[config.mk]
export PLATFORM = sky130hd
export DESIGN_NAME = cms_column_counter
export DESIGN_NICKNAME = d
export VERILOG_FILES = /design/src/rtl/cms_pkg.sv /design/src/rtl/cms_cfg_legalize.sv /design/src/rtl/cms_ramp_gate.sv /design/src/rtl/cms_avg_out.sv /design/src/rtl/cms_column_counter.sv
export SDC_FILE = /design/constraint.sdc
export NUM_CORES = 1
export LEC_CHECK = 0
export CAP_MARGIN = 20
export CORE_MARGIN = 1
export CORE_UTILIZATION = 60
export CTS_CLUSTER_DIAMETER = 120
export CTS_CLUSTER_SIZE = 12
export DETAILED_ROUTE_END_ITERATION = 8
export GPL_ROUTABILITY_DRIVEN = 0
export PLACE_DENSITY = 0.84
export SLEW_MARGIN = 20
export SYNTH_ARGS = -nofsm -noshare
export SYNTH_HDL_FRONTEND = slang
export SYNTH_SLANG_ARGS = --single-unit
[constraint.sdc]
create_clock -name clk -period 4.1 [get_ports clk]
set_clock_uncertainty 0.15 [all_clocks]
set_input_delay 1.025 -clock clk [delete_from_list [all_inputs] [get_ports clk]]
set_output_delay 1.025 -clock clk [all_outputs]
set_load 0.05 [all_outputs]
[src/rtl/cms_pkg.sv]
package cms_pkg;
    localparam int CNT_W     = 15;
    localparam int RC_W      = 12;
    localparam int LG_W      = 3;
    localparam int LO_BITS   = 10;
    localparam int HI_BITS   = 12;
    localparam int LO_LG_MAX = 4;
    localparam int HI_LG_MAX = 2;
    localparam int RAMP_W    = LO_LG_MAX + 1;

    typedef enum logic [2:0] {
        PH_IDLE = 3'd0,
        PH_RST  = 3'd1,
        PH_WAIT = 3'd2,
        PH_SIG  = 3'd3,
        PH_DONE = 3'd4
    } phase_e;

    typedef struct packed {
        phase_e                   phase;
        logic signed [CNT_W-1:0]  acc;
        logic [RAMP_W-1:0]        ramps;
        logic [LG_W-1:0]          lg;
        logic                     res12;
        logic signed [CNT_W-1:0]  res;
        logic                     valid;
        logic                     err;
    } conv_t;

    function automatic logic [RC_W-1:0] full_scale(input logic res12);
        if (res12) full_scale = RC_W'((1 << HI_BITS) - 1);
        else       full_scale = RC_W'((1 << LO_BITS) - 1);
    endfunction
endpackage

[src/rtl/cms_cfg_legalize.sv]
module cms_cfg_legalize
    import cms_pkg::*;
(
    input  logic            res12_i,
    input  logic [LG_W-1:0] lg_raw_i,
    output logic [LG_W-1:0] lg_o
);
    logic [LG_W-1:0] lg_max;

    always_comb begin
        lg_max = res12_i ? LG_W'(HI_LG_MAX) : LG_W'(LO_LG_MAX);
        lg_o   = (lg_raw_i > lg_max) ? lg_max : lg_raw_i;
    end
endmodule

[src/rtl/cms_ramp_gate.sv]
module cms_ramp_gate
    import cms_pkg::*;
(
    input  logic            clk,
    input  logic            rst_n,
    input  logic            clr_i,
    input  logic            arm_i,
    input  logic            win_i,
    input  logic            cmp_i,
    input  logic [RC_W-1:0] full_i,
    output logic            inc_o,
    output logic            ramp_end_o,
    output logic [RC_W-1:0] rcnt_o
);
    typedef struct packed {
        logic [RC_W-1:0] rc;
        logic            stop;
        logic            win;
    } gate_t;

    gate_t cur_q, nxt_d;

    always_comb begin
        nxt_d      = cur_q;
        inc_o      = arm_i && win_i && cmp_i && !cur_q.stop && (cur_q.rc != full_i);
        ramp_end_o = cur_q.win && !win_i;
        nxt_d.win  = win_i;
        if (clr_i || !win_i) begin
            nxt_d.rc   = '0;
            nxt_d.stop = 1'b0;
        end else begin
            if (inc_o)  nxt_d.rc   = cur_q.rc + 1'b1;
            if (!cmp_i) nxt_d.stop = 1'b1;
        end
    end

    always_ff @(posedge clk or negedge rst_n) begin
        if (!rst_n) cur_q <= '0;
        else        cur_q <= nxt_d;
    end

    assign rcnt_o = cur_q.rc;
endmodule

[src/rtl/cms_avg_out.sv]
module cms_avg_out
    import cms_pkg::*;
(
    input  logic signed [CNT_W-1:0] acc_i,
    input  logic [LG_W-1:0]         lg_i,
    output logic signed [CNT_W-1:0] avg_o
);
    logic signed [CNT_W-1:0] corr;

    always_comb begin
        corr  = acc_i + CNT_W'(1);
        avg_o = corr >>> lg_i;
    end
endmodule

[src/rtl/cms_column_counter.sv]
module cms_column_counter
    import cms_pkg::*;
(
    input  logic             clk,
    input  logic             rst_n,
    input  logic             sof_i,
    input  logic             res12_i,
    input  logic [LG_W-1:0]  samp_log2_i,
    input  logic             win_i,
    input  logic             cmp_i,
    input  logic             inv_i,
    output logic [CNT_W-1:0] result_o,
    output logic             valid_o,
    output logic             err_o
);
    conv_t cur_q, nxt_d;

    logic [LG_W-1:0]         lg_legal;
    logic                    armed;
    logic                    inc;
    logic                    ramp_end;
    logic [RC_W-1:0]         full;
    logic [RC_W-1:0]         rcnt;
    logic signed [CNT_W-1:0] avg;
    logic [RAMP_W-1:0]       last_ramp;
    logic                    in_wait;

    cms_cfg_legalize u_leg (
        .res12_i  (res12_i),
        .lg_raw_i (samp_log2_i),
        .lg_o     (lg_legal)
    );

    assign armed     = (cur_q.phase == PH_RST || cur_q.phase == PH_SIG) && !sof_i;
    assign full      = full_scale(cur_q.res12);
    assign last_ramp = RAMP_W'((1 << cur_q.lg) - 1);
    assign in_wait   = (cur_q.phase == PH_WAIT);

    cms_ramp_gate u_gate (
        .clk        (clk),
        .rst_n      (rst_n),
        .clr_i      (sof_i),
        .arm_i      (armed),
        .win_i      (win_i),
        .cmp_i      (cmp_i),
        .full_i     (full),
        .inc_o      (inc),
        .ramp_end_o (ramp_end),
        .rcnt_o     (rcnt)
    );

    cms_avg_out u_avg (
        .acc_i (cur_q.acc),
        .lg_i  (cur_q.lg),
        .avg_o (avg)
    );

    always_comb begin
        nxt_d       = cur_q;
        nxt_d.valid = 1'b0;
        nxt_d.err   = inv_i && win_i;
        if (sof_i) begin
            nxt_d.phase = PH_RST;
            nxt_d.acc   = '0;
            nxt_d.ramps = '0;
            nxt_d.lg    = lg_legal;
            nxt_d.res12 = res12_i;
        end else begin
            unique case (cur_q.phase)
                PH_RST: begin
                    if (inc) nxt_d.acc = cur_q.acc + CNT_W'(1);
                    if (ramp_end) begin
                        if (cur_q.ramps == last_ramp) begin
                            nxt_d.phase = PH_WAIT;
                            nxt_d.ramps = '0;
                        end else begin
                            nxt_d.ramps = cur_q.ramps + 1'b1;
                        end
                    end
                end
                PH_WAIT: begin
                    if (inv_i && !win_i) begin
                        nxt_d.acc   = ~cur_q.acc;
                        nxt_d.phase = PH_SIG;
                    end
                end
                PH_SIG: begin
                    if (inc) nxt_d.acc = cur_q.acc + CNT_W'(1);
                    if (ramp_end) begin
                        if (cur_q.ramps == last_ramp) begin
                            nxt_d.phase = PH_DONE;
                            nxt_d.ramps = '0;
                            nxt_d.res   = avg;
                            nxt_d.valid = 1'b1;
                        end else begin
                            nxt_d.ramps = cur_q.ramps + 1'b1;
                        end
                    end
                end
                default: ;
            endcase
        end
    end

    always_ff @(posedge clk or negedge rst_n) begin
        if (!rst_n) cur_q <= '0;
        else        cur_q <= nxt_d;
    end

    assign result_o = cur_q.res;
    assign valid_o  = cur_q.valid;
    assign err_o    = cur_q.err;
endmodule

==> reports/qor.txt <==
Mean Syn Cell Area: 8.81 sq um
DR vias/cell: 6.21
Setup TNS: 0 ns
Vias in the first global route: 3280
Min Tclk post-route: 3.01 ns
Final number of setup-violating endpoints: 0
Antenna viol nets, final: 0
Worst VDD drop: 223 uV
Routed len/inst: 15.7 um
Area growth syn-to-layout: 6.10%
Slew HR: 38.2%
Post-synth top flop: dfrtp_1
CTS max path bufs: 2
Setup bufs post-CTS: 0
FF+latch count, synth: 58
Clk_lat worst skew: 0.34 ns
Grt ovf: 0
Fin. Hold Viols: 0
DRC: 0
Largest net degree at the start of global routing: 44
Register area share after synthesis: 34.3%
Leakage power total: 1.78 nW
Layout cell share with drive strength beyond 1: 10.1%
Synth area leaders: dfrtp_1, xor2_1, nor2_1, nand2_1, buf_4
Layout Utilization: 66.0%
N_diodes: 0
Max_cap viols: 0
Worst-path maximum fanout: 27
Root buf cell: clkbuf_8
Slew Viols, Final: 0
Dpl cell area: 0.00434 sq mm
Power density cells: 332 mW/mm^2
Critical Path RT: 4.18 ns
Ys Warns: 0
Num CTS Buffers: 9
Total number of vias: 3547
CTS tree: yes
Max Fclk: 333 MHz
Post-CTS Resized: 0
Worst Hold Class: reg -> reg
Detailed-placement wirelength estimate: 6270 um
First-pass GRT wire length: 15500 um
Syn Std Cell Area: 0.00423 sq mm
Die H: 85.9 um
Critical path endpoint category: flip-flop
Routed WL: 8960 um
Syn_nets: 496
H-tree depth: 3
Synth area leader: dfrtp_1
Port Buffers: 26
Most numerous cell in the Yosys netlist: dfrtp_1
Cells after Synth: 480
Post-synth cell types: 72
Starting density of the core: 62.2%
Die X: 85.9 um
Clock transition at the registers of the reported paths: 0.06 ns
Status: completed
Kind of critical path: in -> reg
Yosys top cell area share: 34.3%
Iteration-0 DRC Markers: 307
Overall Global Routing Usage: 26.6%
CTS sink count: 58
Critical path startpoint category: input port
Initial antenna violation count: 0
Design area: 0.00448 sq mm
Worst hold slack: 0.329 ns
Total Nets Final: 490
Total die area: 0.00738 sq mm
Ys async rst share: 100%
RSZ-0062 raised after global routing: no
Post-synth EDFFs: 0
Drt first pass iters: 6
Number of cell rows: 30
Area of the core: 0.00679 sq mm
Boundary Pins: 27
Pre-CTS worst setup slack: 0.727 ns
Fin crit share: 73.3%
Setup slack, reg-to-reg: 1.10 ns
WP data arrival: 3.09 ns
Commonest cells post-synth: dfrtp_1, nor2_1, nand2_1
Final worst-path setup slack: 1.09 ns
Actual slew at the worst max-slew pin: 0.927 ns
Hold-fix buffers, CTS: 0
[cell usage in the layout (no fill, tap or decap), drive strengths merged, types with 7 or more instances in the layout]
cell type | Yosys | routed
buf | 37 | 9
o21ai | 24 | 24
nand2 | 45 | 45
nand4 | 12 | 12
clkbuf | 13 | 11
xnor2 | 12 | 12
clkdlybuf4s50 | 0 | 25
nor2b | 7 | 7
inv | 10 | 10
xor2 | 22 | 22
and2 | 10 | 10
mux2i | 13 | 13
nor2 | 50 | 50
a211oi | 9 | 9
nand3 | 22 | 22
nor3 | 15 | 15
dfrtp | 58 | 58
a21oi | 19 | 19
[through the flow]
step                      total power, W  std cells
after floorplan                 0.000973        480
after global placement           0.00105        559
after detailed placement         0.00106        559
after CTS                        0.00149        571
after global routing             0.00157        571
final                            0.00149        571
[power breakdown]
part           internal (W)  switching, W  leakage, nW
registers          0.000606     0.0000659        0.788
logic              0.000158      0.000223        0.913
clock network      0.000221      0.000214       0.0770
total              0.000985      0.000503         1.78
[critical path: stages]
cell	delay, ns
clkdlybuf4s50_1	0.48
nand3b_1	0.46
nor2_1	0.29
nand3_2	0.41
mux2_2	0.42
[path summary, 6_finish.rpt]
kind / startpoint / to / depth (start not counted)
worst min-delay path: result_o[0]$_DFFE_PN0P_ / result_o[0]$_DFFE_PN0P_ / 1
worst min register to register: result_o[0]$_DFFE_PN0P_ / result_o[0]$_DFFE_PN0P_ / 1
min in group asynchronous: rst_n / u_gate.rcnt_o[9]$_DFFE_PN0P_ / 1
max in group asynchronous: rst_n / result_o[6]$_DFFE_PN0P_ / 2
worst max-delay path: win_i / result_o[13]$_DFFE_PN0P_ / 5
worst max register to register: cur_q[20]$_DFFE_PN0P_ / cur_q[42]$_DFFE_PN0P_ / 9
[cells by family after synthesis]
family | after synthesis | share of synthesized area, %
multiplexers | 20 | 5.21
AO/OA/AOI/OAI | 106 | 18.0
AND/OR/NAND/NOR | 194 | 25.0
flip-flops | 58 | 34.3
XOR/XNOR | 34 | 7.05
adder cells (fa/ha/maj) | 6 | 1.78
buffers and inverters | 62 | 8.64
[per-layer routing]
metal	share of wire, %	track usage [%]	vias to the layer above
met3	5.6	5.68	24
met2	48	42.8	128
li1	-	-	1702
met5	0	0	-
met1	45	35.1	1693
met4	1.7	10.8	0
[registers in the layout (all words and copies together), names as in the netlist]
signal / cells
err_o: 1
cur_q: 27
u_gate.rcnt_o: 12
result_o: 15
u_gate.cur_q: 2
valid_o: 1
[layout make-up]
type                       instances  area [sq um]
tap                               96           120
multi-input combinational        360          2410
clock inverter                     1          5.00
fill                             531          2310
sequential                        58          1450
inverter                          11          41.3
clock buffer                      11           141
timing repair buffer              34           315
(Power assumes the default switching activity.)
